<file path="config.mk">
export PLATFORM = sky130hd
export DESIGN_NAME = hall_commutator
export DESIGN_NICKNAME = d
export VERILOG_FILES = /design/src/rtl/hc_pkg.sv /design/src/rtl/hc_sync2.sv /design/src/rtl/hc_glitch_filter.sv /design/src/rtl/hc_gate_select.sv /design/src/rtl/hc_dead_leg.sv /design/src/rtl/hc_standby_timer.sv /design/src/rtl/hall_commutator.sv
export SDC_FILE = /design/constraint.sdc
export NUM_CORES = 1
export LEC_CHECK = 0
export BUFFER_PORTS_ARGS = -buffer_cell sky130_fd_sc_hd__buf_2
export CAP_MARGIN = 30
export CORE_UTILIZATION = 60
export DETAILED_ROUTE_END_ITERATION = 10
export GPL_TIMING_DRIVEN = 0
export HOLD_SLACK_MARGIN = 0.05
export PLACE_DENSITY = 0.78
export SKIP_CTS_REPAIR_TIMING = 1
export SLEW_MARGIN = 40
export SYNTH_ARGS = -nofsm -noshare
export SYNTH_HDL_FRONTEND = slang
export SYNTH_SLANG_ARGS = --single-unit
</file>
<file path="constraint.sdc">
create_clock -name clk -period 2.71 [get_ports clk]
set_clock_uncertainty 0.15 [all_clocks]
set_input_delay 0.271 -clock clk [delete_from_list [all_inputs] [get_ports clk]]
set_output_delay 0.271 -clock clk [all_outputs]
set_load 0.005 [all_outputs]
</file>
<file path="src/rtl/hc_pkg.sv">
package hc_pkg;

  typedef struct packed {
    logic       ok;
    logic [1:0] src;
    logic [1:0] snk;
  } step_t;

  function automatic int ns_to_cycles(int clk_hz, int ns);
    longint prod;
    prod = longint'(clk_hz) * longint'(ns);
    return int'(prod / 64'sd1_000_000_000);
  endfunction

  function automatic logic [2:0] phase_bit(logic [1:0] p);
    return 3'b001 << p;
  endfunction

  // Code {A,B,C} to source/sink phase (0=A,1=B,2=C); reverse swaps them.
  function automatic step_t hall_step(logic [2:0] code, logic fwd);
    step_t s;
    s = '{ok: 1'b1, src: 2'd0, snk: 2'd0};
    case (code)
      3'b100: begin s.src = 2'd0; s.snk = 2'd1; end
      3'b110: begin s.src = 2'd0; s.snk = 2'd2; end
      3'b010: begin s.src = 2'd1; s.snk = 2'd2; end
      3'b011: begin s.src = 2'd1; s.snk = 2'd0; end
      3'b001: begin s.src = 2'd2; s.snk = 2'd0; end
      3'b101: begin s.src = 2'd2; s.snk = 2'd1; end
      default: s.ok = 1'b0;
    endcase
    if (!fwd) begin
      s.src = s.snk;
      s.snk = (code == 3'b100) ? 2'd0 :
              (code == 3'b110) ? 2'd0 :
              (code == 3'b010) ? 2'd1 :
              (code == 3'b011) ? 2'd1 : 2'd2;
    end
    return s;
  endfunction

endpackage

</file>
<file path="src/rtl/hc_sync2.sv">
module hc_sync2 #(
  parameter int         W       = 1,
  parameter logic [W-1:0] RST_VAL = '0
) (
  input  logic         clk,
  input  logic         rst,
  input  logic [W-1:0] d,
  output logic [W-1:0] q
);
  logic [W-1:0] meta;

  always_ff @(posedge clk) begin
    if (rst) begin
      meta <= RST_VAL;
      q    <= RST_VAL;
    end else begin
      meta <= d;
      q    <= meta;
    end
  end
endmodule

</file>
<file path="src/rtl/hc_glitch_filter.sv">
module hc_glitch_filter #(
  parameter int   LEN     = 5,
  parameter logic RST_VAL = 1'b0
) (
  input  logic clk,
  input  logic rst,
  input  logic d,
  output logic q
);
  localparam int LIM = (LEN < 1) ? 1 : LEN;
  localparam int CW  = $clog2(LIM + 1);

  logic [CW-1:0] run;

  always_ff @(posedge clk) begin
    if (rst) begin
      q   <= RST_VAL;
      run <= '0;
    end else if (d != q) begin
      if (run == CW'(LIM - 1)) begin
        q   <= d;
        run <= '0;
      end else begin
        run <= run + 1'b1;
      end
    end else begin
      run <= '0;
    end
  end
endmodule

</file>
<file path="src/rtl/hc_gate_select.sv">
module hc_gate_select
  import hc_pkg::*;
(
  input  logic       clk,
  input  logic       rst,
  input  logic [2:0] hall,
  input  logic       fwd,
  input  logic       brk_n,
  input  logic       enb,
  input  logic       chop,
  input  logic       ovp,
  input  logic       fault,
  input  logic       stby,
  output logic [2:0] req_hi,
  output logic [2:0] req_lo
);
  step_t      st;
  logic [2:0] hi_n;
  logic [2:0] lo_n;

  always_comb begin
    st   = hall_step(hall, fwd);
    hi_n = '0;
    lo_n = '0;
    if (fault || stby) begin
      hi_n = '0;
      lo_n = '0;
    end else if (!brk_n) begin
      lo_n = 3'b111;
    end else if (st.ok) begin
      if (!enb && !chop) begin
        hi_n = phase_bit(st.src);
        lo_n = phase_bit(st.snk);
      end else begin
        lo_n = phase_bit(st.snk) | (ovp ? 3'b000 : phase_bit(st.src));
      end
    end
  end

  always_ff @(posedge clk) begin
    if (rst) begin
      req_hi <= '0;
      req_lo <= '0;
    end else begin
      req_hi <= hi_n;
      req_lo <= lo_n;
    end
  end
endmodule

</file>
<file path="src/rtl/hc_dead_leg.sv">
module hc_dead_leg #(
  parameter int DT = 10
) (
  input  logic clk,
  input  logic rst,
  input  logic want_hi,
  input  logic want_lo,
  output logic hi_o,
  output logic lo_o
);
  localparam int CW = (DT < 1) ? 1 : $clog2(DT + 1);

  logic [CW-1:0] idle;
  logic          gap_ok;

  assign gap_ok = (idle == CW'(DT));

  always_ff @(posedge clk) begin
    if (rst) begin
      hi_o <= 1'b0;
      lo_o <= 1'b0;
      idle <= '0;
    end else begin
      hi_o <= want_hi && !want_lo && (hi_o || (!lo_o && gap_ok));
      lo_o <= want_lo && !want_hi && (lo_o || (!hi_o && gap_ok));
      if (hi_o || lo_o)
        idle <= '0;
      else if (!gap_ok)
        idle <= idle + 1'b1;
    end
  end
endmodule

</file>
<file path="src/rtl/hc_standby_timer.sv">
module hc_standby_timer #(
  parameter int LIMIT = 30000
) (
  input  logic clk,
  input  logic rst,
  input  logic enb,
  input  logic brk_n,
  output logic stby
);
  localparam int LIM = (LIMIT < 1) ? 1 : LIMIT;
  localparam int CW  = $clog2(LIM + 1);

  logic [CW-1:0] held;

  always_ff @(posedge clk) begin
    if (rst) begin
      held <= '0;
      stby <= 1'b0;
    end else if (!enb || !brk_n) begin
      held <= '0;
      stby <= 1'b0;
    end else if (held == CW'(LIM)) begin
      stby <= 1'b1;
    end else begin
      held <= held + 1'b1;
    end
  end
endmodule

</file>
<file path="src/rtl/hall_commutator.sv">
module hall_commutator
  import hc_pkg::*;
#(
  parameter int CLK_HZ        = 10_000_000,
  parameter int ENB_GLITCH_NS = 500,
  parameter int PIN_GLITCH_NS = 1000,
  parameter int DEAD_NS       = 1000,
  parameter int STBY_NS       = 3_000_000
) (
  input  logic       clk,
  input  logic       rst,
  input  logic [2:0] hall_in,
  input  logic       dir_in,
  input  logic       brake_n,
  input  logic       enb_in,
  input  logic       chop_req,
  input  logic       fault_in,
  input  logic       ovp_in,
  output logic [2:0] gate_hi,
  output logic [2:0] gate_lo,
  output logic       standby
);
  localparam int ENB_LEN  = ns_to_cycles(CLK_HZ, ENB_GLITCH_NS);
  localparam int PIN_LEN  = ns_to_cycles(CLK_HZ, PIN_GLITCH_NS);
  localparam int DEAD_CYC = ns_to_cycles(CLK_HZ, DEAD_NS);
  localparam int STBY_CYC = ns_to_cycles(CLK_HZ, STBY_NS);
  localparam int NPIN     = 3;

  logic [2:0]      hall_s;
  logic [NPIN-1:0] pin_s;
  logic [NPIN-1:0] pin_f;
  logic [2:0]      req_hi;
  logic [2:0]      req_lo;

  hc_sync2 #(.W(3), .RST_VAL(3'b000)) i_hall_sync (
    .clk(clk), .rst(rst), .d(hall_in), .q(hall_s)
  );

  // pin order: 0 = enable, 1 = brake_n, 2 = direction
  hc_sync2 #(.W(NPIN), .RST_VAL(3'b111)) i_pin_sync (
    .clk(clk), .rst(rst), .d({dir_in, brake_n, enb_in}), .q(pin_s)
  );

  for (genvar g = 0; g < NPIN; g++) begin : g_filt
    localparam int FLEN = (g == 0) ? ENB_LEN : PIN_LEN;
    hc_glitch_filter #(.LEN(FLEN), .RST_VAL(1'b1)) i_filt (
      .clk(clk), .rst(rst), .d(pin_s[g]), .q(pin_f[g])
    );
  end

  hc_standby_timer #(.LIMIT(STBY_CYC)) i_stby (
    .clk(clk), .rst(rst), .enb(pin_f[0]), .brk_n(pin_f[1]), .stby(standby)
  );

  hc_gate_select i_sel (
    .clk(clk), .rst(rst), .hall(hall_s), .fwd(pin_f[2]), .brk_n(pin_f[1]),
    .enb(pin_f[0]), .chop(chop_req), .ovp(ovp_in), .fault(fault_in),
    .stby(standby), .req_hi(req_hi), .req_lo(req_lo)
  );

  for (genvar p = 0; p < 3; p++) begin : g_leg
    hc_dead_leg #(.DT(DEAD_CYC)) i_leg (
      .clk(clk), .rst(rst), .want_hi(req_hi[p]), .want_lo(req_lo[p]),
      .hi_o(gate_hi[p]), .lo_o(gate_lo[p])
    );
  end
endmodule

</file>
# [Word level (Yosys, flattened, before mapping)]
# Cells that the tools add are included.
[word_totals] regBits=66 latch_bits=0 ramBits=0 romBits=0 input_bits=11 output_inout_bits=7 wordCells=124 mem_count=0
[op_classes] n_addsub=7 mul=0 div_mod_pow=0 magnitude_cmp=0 eq_ne=16 shifts=2 muxes=11 bitwise=7 n_reduce_logical=58
[ops] operator="$pmux 4 s6" count=1
[ops] operator="$add 4x1->4 const B" count=5
[ops] operator="$eq 4x4->1 const B" count=5
[ops] operator="$logic_and 1x1->1" count=19
[ops] operator="$add 15x1->15 const B" count=1
[ops] operator="$eq 15x15->1 const B" count=1
[ops] operator="$logic_not 1->1" count=15
[ops] operator="$eq 3x3->1 const B" count=4
[ops] operator="$mux 3" count=4
[ops] operator="$logic_or 1x1->1" count=11
[ops] operator="$reduce_or 2->1" count=5
[ops] operator="$reduce_or 3->1" count=3
[ops] operator="$mux 2" count=4
[ops] operator="$eq 3x2->1 const B" count=2
[ops] operator="$not 1->1" count=6
[ops] operator="$reduce_and 2->1" count=3
[ops] operator="$reduce_or 6->1" count=1
[ops] operator="$shl 1x2->3 const A" count=2
[ops] operator="$reduce_or 5->1" count=1
[ops] operator="$mux 4" count=1
[ops] operator="$add 3x1->3 const B" count=1
[ops] operator="$eq 3x1->1 const B" count=1
[ops] operator="$ne 1x1->1" count=3
[ops] operator="$or 3x3->3" count=1
[ops] operator="$mux 1" count=1

# [Depth between registers and ports, before layout]
# Gate-level depths: netlist of the first run.
[depth] word_depth=12 ltp_mapped=6 ltp_nobuf=5

# [Cells and area by module]
# Synthesis of the first run repeated with hierarchy kept, for this count alone.
[hier_totals] hier_cells=300 area_unflattened_um2=2912.8
[by_module_without_submodules] mod="hc_standby_timer" n_inst=1 cells_each=92 area_each_um2=833.3 seq_area_each_um2=320.3
[by_module_without_submodules] mod="hc_dead_leg" n_inst=3 cells_each=27 area_each_um2=265.3 seq_area_each_um2=120.1
[by_module_without_submodules] mod="hc_glitch_filter (g_filt[1].i_filt ...)" n_inst=2 cells_each=21 area_each_um2=209.0 seq_area_each_um2=100.1
[by_module_without_submodules] mod="hc_gate_select" n_inst=1 cells_each=44 area_each_um2=360.3 seq_area_each_um2=120.1
[by_module_without_submodules] mod="hc_sync2" n_inst=2 cells_each=12 area_each_um2=157.7 seq_area_each_um2=120.1
[by_module_without_submodules] mod="hc_glitch_filter (g_filt[0].i_filt)" n_inst=1 cells_each=17 area_each_um2=190.2 seq_area_each_um2=80.1

# [Least setup slack after synthesis of the first run]
# OpenSTA, ideal clock, no wires.
[synth_path] kind="register to register" from="reg i_stby.held[0]" to="reg i_stby.held[10]" setup_time_ns=0.072 t_arrival_ns=1.368 path_slack_ns=1.120 path_stages_with_launch=5 n_path_buf=0 synth_period_minus_slack_ns=1.590 path_cell_list="dfxtp_1 > ha_1 > nand3_1 > or4_1 > a21oi_1"
[synth_via] elab_chain_len=1 word_cells_on_any_way=2
[synth_rtl] element="start: declaration" line="hc_standby_timer.sv:13" rtl="logic [CW-1:0] held;"
[synth_rtl] element="start signal: assignment" line="hc_standby_timer.sv:25" rtl="held <= held + 1'b1;"
[synth_rtl] element="$add 15x1->15 / $eq 15x15->1 (equally long branches)" line="hc_standby_timer.sv:25, hc_standby_timer.sv:22"
# Several ways; a longest one is shown, not always the timed one.
# A chain may end at the register's enable or synchronous reset.

# [Worst setup path in the final report of the first run]
[layout_path] from="reg i_stby.held[1]" to="reg i_stby.held[10]"
# The elaborated chain is that of the path after synthesis.

==> impl_metrics.json, run 1 <==
{
  "cts_buffers": 9,
  "critPathLaunchType": "flop",
  "p_per_area_mw_per_mm2": 619.6,
  "synth-main-ff-cell": "dfxtp_1",
  "initial_core_util": 0.6370,
  "area_growth_pct": 15.36,
  "core_mm2": 0.004474,
  "via_count": 2075,
  "rr_startpoint": "i_stby.held[1]",
  "syn_area_mm2": 0.002850,
  "cts_root_buf": "clkbuf_8",
  "ys_warn_count": 0,
  "endpoint_kind": "flop",
  "postRouteAntennaNets": 0,
  "synth_top_cell_area_share": 0.4636,
  "grt_pass1_wl_mm": 8.176,
  "slew_viol_final": 0,
  "design_area_mm2": 0.003288,
  "hold_violations": 0,
  "die_width_um": 70.93,
  "drcViolationCount": 0,
  "hold_class": "input pin to flop",
  "status": "completed",
  "tightest_slew_ps": 480.7,
  "max_cap_violations": 0,
  "gp_congestion": 0.7721,
  "synth_async_sr_flop_share": 0,
  "port_buffers": 17,
  "htree_levels": 3,
  "track_usage": 0.2112,
  "synth_nets": 322,
  "post-synth-top-count-cell": "dfxtp_1",
  "cp_max_fo": 9,
  "reg2reg_depth": 4,
  "fin_tns_setup_ps": 0,
  "p_leak_nw": 1.458,
  "cts.clk_slew.worst_paths_ps": 70,
  "antenna_cells": 0,
  "synth.area.top_cells": "dfxtp_1 46%, ha_1 6.1%, nor2_1 4.9%",
  "cts_tree": "yes",
  "avgViaCountPerCell": 5.348,
  "drt-pass1-iter-count": 6,
  "fin_ws_ps": 876.8,
  "reg2reg_to": "i_stby.held[10]",
  "drtIter0Drc": 102,
  "crit_path_end": "i_stby.held[10]",
  "clk_latency_ps": 340,
  "dp_slack_ps": 903.3,
  "antenna_found_initial": 0,
  "rows": 24,
  "hpwl_mm": 3.236,
  "syn_inst": 297,
  "drive_above_1_share": 0.1548,
  "wl_per_cell_um": 12.42,
  "nets": 356,
  "fill_cells": 326,
  "overflow": 0,
  "yosys-top-cells-count": "66 x dfxtp_1, 37 x nor2_1, 15 x xor2_1",
  "crit_start": "i_stby.held[1]",
  "rsz0062_at_grt": "false",
  "clockBufferDepth": 2,
  "r2r_slack_ps": 880,
  "dieArea_mm2": 0.005030,
  "required_ps": 2830,
  "numClockSinks": 66,
  "fin_crit_ps": 1833,
  "postPlaceCellArea_mm2": 0.003000,
  "setup_violations": 0,
  "arrival_ps": 1950,
  "grt_pass1_vias": 1858,
  "critPathKind": "flop to flop",
  "ys_seq_area_frac": 0.4636,
  "yosysUniqueCellTypes": 39,
  "synth.largest_area_cell": "dfxtp_1",
  "synth-edff-count": 0,
  "ir_worst_vdd_uv": 517.8,
  "synth-seq-cells": 66,
  "period_share": 0.6765,
  "synth_area_per_cell_um2": 9.597,
  "max_freq_mhz": 545.5,
  "grt_max_degree": 13,
  "fp.dieH_um": 70.93,
  "slew_headroom": 0.6795,
  "finalWirelength_mm": 4.819,
  "io_pins": 18
}
[flip-flops by register name, summed over array words and instances (netlist names)]
signal,flops
i_hall_sync.q,3
g_leg.i_leg.hi_o,3
g_filt.i_filt.run,11
i_sel.req_hi,3
g_leg.i_leg.idle,12
g_filt.i_filt.q,3
i_pin_sync.q,3
i_stby.stby,1
i_sel.req_lo,3
i_hall_sync.meta,3
i_stby.held,15
g_leg.i_leg.lo_o,3
i_pin_sync.meta,3
[final cells by class]
class	instances	area, um^2	area share
tap	52	65.06	0.01979
buffer	16	98.84	0.03006
clock buffer	10	137.6	0.04186
sequential	66	1321	0.4018
multi-input combinational	203	1385	0.4212
clock inverter	6	90.09	0.02740
inverter	12	45.04	0.01370
timing repair buffer	23	145.1	0.04414
[worst max-delay path, stage by stage, from the launching register on]
cell and delay (ps):
dfxtp_1 410, ha_1 220, nand3_1 280, or4_1 560, a21oi_1 140
[cell usage in the layout, fill, tap and decap left out, types with 7 or more instances in the layout]
cell / Yosys / final
dfxtp_1: 66 / 66
nor2_1: 37 / 37
buf_2: 1 / 18
xor2_1: 15 / 15
nand2_1: 14 / 14
ha_1: 14 / 14
nand3b_1: 13 / 13
inv_1: 12 / 12
a21oi_1: 12 / 12
clkbuf_8: 1 / 11
nand3_1: 10 / 10
xnor2_1: 9 / 9
mux2i_1: 8 / 8
clkbuf_1: 7 / 7
[metrics by stage]
stage                     std cells  power (mW)    util  hold slack (ps)
after global routing            388       2.120  0.7349            115.4
final                           388       2.037  0.7349            107.4
after detailed placement        366       1.134  0.6706            248.4
after global placement          366       1.130  0.6706            241.0
after CTS                       382       2.047  0.7215           -55.74
after floorplan                 297       1.106       -            224.8
[logic make-up after synthesis]
family / synth area share
simple gates: 0.2371
buf+inv: 0.05048
fa+ha+maj: 0.06146
xor+xnor: 0.07375
flops: 0.4636
mux: 0.02810
compound gates: 0.08560
[routing by layer]
metal  GRT usage  up-vias  part of all wire
met5           0        -                 0
met4     0.08000        0             0.014
met3     0.08120        8             0.040
met2      0.3152       33              0.45
met1      0.2784      957              0.49
li1            -     1077                 -
[where the power goes]
group          internal (mW)  switching (mW)  total [mW]
registers              0.997          0.0229        1.02
logic                 0.0521          0.0486       0.101
clock network          0.544           0.373       0.917
[how the worst min path moves through the flow]
stage                             from                 end  slack (ps)  cells past startpoint
global placement    i_pin_sync.meta[0]     i_pin_sync.q[0]         240                      1
floorplan                       enb_in  i_pin_sync.meta[0]         220                      1
finish                        fault_in     i_sel.req_lo[1]         110                      3
CTS                             enb_in  i_pin_sync.meta[0]         -60                      2
detailed placement  i_pin_sync.meta[0]     i_pin_sync.q[0]         250                      1
global route                  fault_in     i_sel.req_lo[1]         120                      3
No activity file was read; power rests on OpenSTA's default activity.
==> inputs of run 2 (changes only) <==
--- a/config.mk
+++ b/config.mk
@@ -5,13 +5,14 @@
 export SDC_FILE = /design/constraint.sdc
 export NUM_CORES = 1
 export LEC_CHECK = 0
+export ABC_AREA = 1
 export BUFFER_PORTS_ARGS = -buffer_cell sky130_fd_sc_hd__buf_2
 export CAP_MARGIN = 30
-export CORE_UTILIZATION = 60
+export CORE_UTILIZATION = 59
 export DETAILED_ROUTE_END_ITERATION = 10
 export GPL_TIMING_DRIVEN = 0
 export HOLD_SLACK_MARGIN = 0.05
-export PLACE_DENSITY = 0.78
+export PLACE_DENSITY = 0.77
 export SKIP_CTS_REPAIR_TIMING = 1
 export SLEW_MARGIN = 40
 export SYNTH_ARGS = -nofsm -noshare
==> constraint.sdc (replaced) <==
create_clock -name clk -period 1.8 [get_ports clk]
set_clock_uncertainty 0.15 [all_clocks]
set_input_delay 0.18 -clock clk [delete_from_list [all_inputs] [get_ports clk]]
set_output_delay 0.18 -clock clk [all_outputs]
set_load 0.005 [all_outputs]
==> run 2 against run 1 <==
- sequential cell count unchanged
- via count up 12%
- wire length up 1.5%
- sequential power increased by 50%
- final cell count up 16%
- maximum frequency grew 20%
- clock power rose by 55%
- core utilization hardly changed
- largest cell class is now sequential cells
- highest routed layer unchanged
==> impl_metrics.json, run 2 <==
{
  "final_cell_mix": "66 x dfxtp_1, 59 x nor2_1, 50 x nand2_1, 37 x inv_1, 22 x nand3_1",
  "fin_ws_ps": 273.0,
  "setup_violations": 0,
  "dieArea_mm2": 0.005119,
  "hold_violations": 0,
  "antenna_found_initial": 0,
  "pwr-share-seq": 0.493,
  "final_cells": 452,
  "synth_top_cell_area_share": 0.4630,
  "ys_seq_area_frac": 0.4630,
  "whs_ps": 60.61,
  "required_ps": 1870,
  "synth.largest_area_cell": "dfxtp_1",
  "pwr-share-comb": 0.050,
  "cts_root_buf": "clkbuf_8",
  "finalWirelength_mm": 4.893,
  "ir_worst_vdd_uv": 788.6,
  "period_share": 0.8483,
  "fp.dieH_um": 71.55,
  "avgViaCountPerCell": 5.142,
  "arrival_ps": 1600,
  "fill_cells": 353,
  "grt_pass1_vias": 2044,
  "rr_startpoint": "i_stby.held[1]",
  "grt_max_degree": 12,
  "p_sw_mw": 0.6410,
  "nets": 420,
  "max_freq_mhz": 654.9,
  "cts.clk_slew.worst_paths_ps": 70,
  "yosys-top-cells-count": "66 x dfxtp_1, 59 x nor2_1, 50 x nand2_1",
  "drt-pass1-iter-count": 4,
  "htree_levels": 3,
  "final_common_cell": "dfxtp_1",
  "syn_area_mm2": 0.002854,
  "power_mw": 3.104,
  "critPathLaunchType": "flop",
  "crit_start": "i_stby.held[1]",
  "p_per_area_mw_per_mm2": 937.2,
  "gp_congestion": 0.8695,
  "via_count": 2324,
  "tightest_slew_ps": 403.7,
  "antenna_cells": 0,
  "ys_warn_count": 0,
  "min_from": "chop_req",
  "status": "completed",
  "rows": 24,
  "io_pins": 18,
  "wl_per_cell_um": 10.83,
  "core_mm2": 0.004504,
  "top_register": "i_stby.held",
  "dp_slack_ps": 308.6,
  "area_growth_pct": 16.05,
  "synth-seq-cells": 66,
  "endpoint_kind": "flop",
  "overflow": 0,
  "critPathKind": "flop to flop",
  "swShare": 0.2065,
  "slew_viol_final": 0,
  "rsz0062_at_grt": "false",
  "cts_tree": "yes",
  "slew_headroom": 0.7288,
  "internal_power_mw": 2.463,
  "clockBufferDepth": 2,
  "p_leak_nw": 1.428,
  "synth.area.top_cells": "dfxtp_1 46%, nor2_1 7.8%, nand2_1 6.6%",
  "synth_async_sr_flop_share": 0,
  "power.share.clock": 0.457,
  "hold_class": "input pin to flop",
  "die_width_um": 71.55,
  "drcViolationCount": 0,
  "grt_pass1_wl_mm": 8.342,
  "yosysUniqueCellTypes": 28,
  "r2r_slack_ps": 270,
  "largest_reg_flops": 15,
  "dp_cells": 429,
  "drtIter0Drc": 126,
  "numClockSinks": 66,
  "hpwl_mm": 3.596,
  "postRouteAntennaNets": 0,
  "track_usage": 0.2091,
  "reg.largest.list": "i_stby.held (15), g_leg.i_leg.idle (12), g_filt.i_filt.run (11)",
  "synth_area_per_cell_um2": 7.928,
  "max_cap_violations": 0,
  "initial_core_util": 0.6336,
  "cts_buffers": 9,
  "clk_latency_ps": 330,
  "synth_nets": 385,
  "port_buffers": 17,
  "post-synth-top-count-cell": "dfxtp_1",
  "synth-edff-count": 0,
  "synth-main-ff-cell": "dfxtp_1",
  "fin_crit_ps": 1527,
  "syn_inst": 360,
  "drive_above_1_share": 0.1750,
  "cp_max_fo": 4,
  "fin_tns_setup_ps": 0
}
==> run 2: cell count changes in the layout (fill, tap and decap cells not counted), sizes merged, moves of 8 or more <==
cell	previous run	this run
inv	12	47
mux2i	8	0
nand2	14	53
nand3	10	25
nand3b	13	0
nor2	37	59
nor3	2	14
o21ai	6	18
xor2	15	5
==> run 2: path summary, 6_finish.rpt <==
check,cells after the start,end
worst min-delay path,4,i_sel.req_hi[0]
worst max-delay path,6,i_stby.held[10]
worst min register to register,1,i_pin_sync.q[0]
worst max register to register,6,i_stby.held[10]
==> run 2: final cells by class <==
class	instances	area [um^2]	share of cell area
plain buffers	9	60.06	0.01813
clock inverters	4	72.57	0.02191
repair buffers	24	155.1	0.04685
flip-flops and latches	66	1321	0.3989
well taps	52	65.06	0.01964
clock buffers	12	165.2	0.04987
inverters	47	176.4	0.05327
multi-input cells	238	1296	0.3914
==> run 2: cell families (layout without fill, tap and decap cells) <==
logic type / count (synthesis) / count (layout) / synth area share
AOI/OAI and AO/OA: 43 / 43 / 0.08330
and+or+nand+nor: 170 / 170 / 0.2758
adders and majority gates: 14 / 14 / 0.06138
DFF: 66 / 66 / 0.4630
buffers and inverters: 56 / 96 / 0.08286
xor gates and xnor gates: 11 / 11 / 0.03376
==> run 2: routing by layer <==
layer	part of all wire	vias up	wire, um	track usage
li1	-	1230	-	-
met1	0.47	1053	2302	0.2538
met2	0.49	35	2377	0.3450
met3	0.031	6	151	0.07454
met4	0.012	0	61	0.07407
met5	0	-	0	0
==> run 2: power groups by stage <==
| stage | Sequential, mW | Clock, mW | Combinational (mW) |
|---|---|---|---|
| after floorplan | 1.56 | 0 | 0.108 |
| after global placement | 1.56 | 0 | 0.138 |
| after detailed placement | 1.56 | 0 | 0.143 |
| after CTS | 1.53 | 1.45 | 0.143 |
| after global routing | 1.54 | 1.52 | 0.181 |
| final | 1.53 | 1.42 | 0.154 |
==> run 2: critical path, cell delays in order, from the launching register on <==
cell and delay [ps]:
dfxtp_1 380, ha_1 220, nand3_2 150, nor3_4 240
nand2_2 110, o21ai_1 130, a21oi_1 50
==> run 2: metrics by stage <==
| step | cell area [um^2] | utilization |
|---|---|---|
| after global placement | 3004 | 0.6669 |
| final | 3312 | 0.7353 |
| after CTS | 3242 | 0.7197 |
| after floorplan | 2854 | - |
| after global routing | 3312 | 0.7353 |
| after detailed placement | 3004 | 0.6669 |
==> inputs of run 3 (changes only) <==
==> constraint.sdc (replaced) <==
create_clock -name clk -period 1.6 [get_ports clk]
set_clock_uncertainty 0.15 [all_clocks]
set_input_delay 0.16 -clock clk [delete_from_list [all_inputs] [get_ports clk]]
set_output_delay 0.16 -clock clk [all_outputs]
set_load 0.005 [all_outputs]
==> run 3 against run 2 <==
- wire length grew 3.7%
- sequential cell count unchanged
- combinational power grew 18%
- non-clock buffer count up 4
- core utilization is 1.3 points higher
- via count up 1.5%
- clock power grew 13%
- critical path type unchanged
- largest cell class unchanged
- largest power group unchanged
==> impl_metrics.json, run 3 (synthesis results as in run 2) <==
{
  "power_mw": 3.509,
  "p_per_area_mw_per_mm2": 1041,
  "cts_tree": "yes",
  "rr_startpoint": "i_stby.held[1]",
  "dp_cells": 429,
  "drt-pass1-iter-count": 4,
  "p_leak_nw": 1.445,
  "clk_latency_ps": 330,
  "antenna_found_initial": 0,
  "fin_crit_ps": 1501,
  "reg2reg_to": "i_stby.held[8]",
  "path_buf_inv": 0,
  "r2r_slack_ps": 100,
  "min_from": "chop_req",
  "crit_family": "simple AND/OR/NAND/NOR gates",
  "cp_max_fo": 4,
  "avgViaCountPerCell": 5.173,
  "arrival_ps": 1570,
  "hold_class": "input pin to flop",
  "core_mm2": 0.004504,
  "numClockSinks": 66,
  "antenna_cells": 0,
  "gp_congestion": 0.8695,
  "reg.largest.list": "i_stby.held (15), g_leg.i_leg.idle (12), g_filt.i_filt.run (11)",
  "port_buffers": 17,
  "io_pins": 18,
  "drcViolationCount": 0,
  "rsz0062_at_grt": "false",
  "status": "completed",
  "ir_worst_vdd_uv": 888.2,
  "critPathLaunchType": "flop",
  "setup_violations": 0,
  "max_cap_violations": 0,
  "cts.clk_slew.worst_paths_ps": 70,
  "track_usage": 0.2091,
  "area_growth_pct": 18.11,
  "finalWirelength_mm": 5.074,
  "critPathKind": "flop to flop",
  "overflow": 0,
  "nets": 424,
  "period_share": 0.9383,
  "fill_cells": 350,
  "top_register": "i_stby.held",
  "max_freq_mhz": 666.1,
  "required_ps": 1670,
  "endpoint_kind": "flop",
  "fp.dieH_um": 71.55,
  "critPathSlowestCell": "dfxtp_2",
  "fin_tns_setup_ps": 0,
  "via_count": 2359,
  "final_common_cell": "dfxtp_1",
  "max_stage_delay_ps": 350,
  "wl_per_cell_um": 11.13,
  "htree_levels": 3,
  "rows": 24,
  "dp_slack_ps": 108.6,
  "final_cells": 456,
  "slew_viol_final": 0,
  "grt_max_degree": 12,
  "drtIter0Drc": 127,
  "hpwl_mm": 3.596,
  "final_cell_mix": "64 x dfxtp_1, 58 x nor2_1, 50 x nand2_1, 36 x inv_1, 22 x nand3_1",
  "min_path_cells": 4,
  "tightest_slew_ps": 415.2,
  "postRouteAntennaNets": 0,
  "fin_ws_ps": 98.73,
  "die_width_um": 71.55,
  "reg2reg_depth": 6,
  "cts_root_buf": "clkbuf_8",
  "initial_core_util": 0.6336,
  "dieArea_mm2": 0.005119,
  "largest_reg_flops": 15,
  "clockBufferDepth": 2,
  "min_to": "i_sel.req_hi[0]",
  "grt_pass1_wl_mm": 8.342,
  "cts_buffers": 9,
  "worstPathCellList": "ha_2 -> nand3_4 -> nor3_4 -> nand2_1 -> o21ai_1 -> a21oi_1",
  "slew_headroom": 0.7211,
  "grt_pass1_vias": 2044,
  "drive_above_1_share": 0.1906,
  "hold_violations": 0
}
## run 3: through the flow
stage	instance area, um^2	utilization	hold slack (ps)
global route	3371	0.7483	50.87
global placement	3004	0.6669	192.2
finish	3371	0.7483	40.64
floorplan	2854	-	113.8
detailed placement	3004	0.6669	197.0
CTS	3242	0.7197	-154.7
## run 3: final cells by class
class                           instances  area (um^2)  area share
Clock buffer                           12        165.2     0.04900
Inverter                               47        176.4     0.05234
Timing Repair Buffer                   28        192.7     0.05716
Buffer                                  9        60.06     0.01782
Clock inverter                          4        72.57     0.02153
Sequential cell                        66         1324      0.3927
Multi-Input combinational cell        238         1315      0.3901
Tap cell                               52        65.06     0.01930
## run 3: how the worst max path moves through the flow
stage | start | endpoint | cells past startpoint
3_3_place_gp | i_stby.held[1] | i_stby.held[10] | 6
3_5_place_dp | g_leg[1].i_leg.idle[0] | g_leg[1].i_leg.hi_o | 8
6_report | i_stby.held[1] | i_stby.held[8] | 6
2_1_floorplan | i_stby.held[0] | i_stby.held[8] | 6
5_1_grt | i_stby.held[1] | i_stby.held[12] | 7
4_1_cts | g_leg[1].i_leg.idle[0] | g_leg[1].i_leg.hi_o | 8
## run 3: worst min-delay path: stages
cell and delay [ps]:
buf_2 70, nor2_1 50, nand4_1 140, nor2_1 50
## run 3: layer usage
metal | vias to the layer above | track usage | share of wire
met2 | 36 | 0.3450 | 0.50
met5 | - | 0 | 0
li1 | 1238 | - | -
met3 | 6 | 0.07454 | 0.029
met1 | 1079 | 0.2538 | 0.46
met4 | 0 | 0.07407 | 0.014
## run 3: power breakdown
part / total, mW / switching (mW) / leakage, nW / internal [mW]
clock network: 1.60 / 0.599 / 0.119 / 1.00
logic: 0.182 / 0.0956 / 0.788 / 0.0863
registers: 1.73 / 0.0369 / 0.538 / 1.69
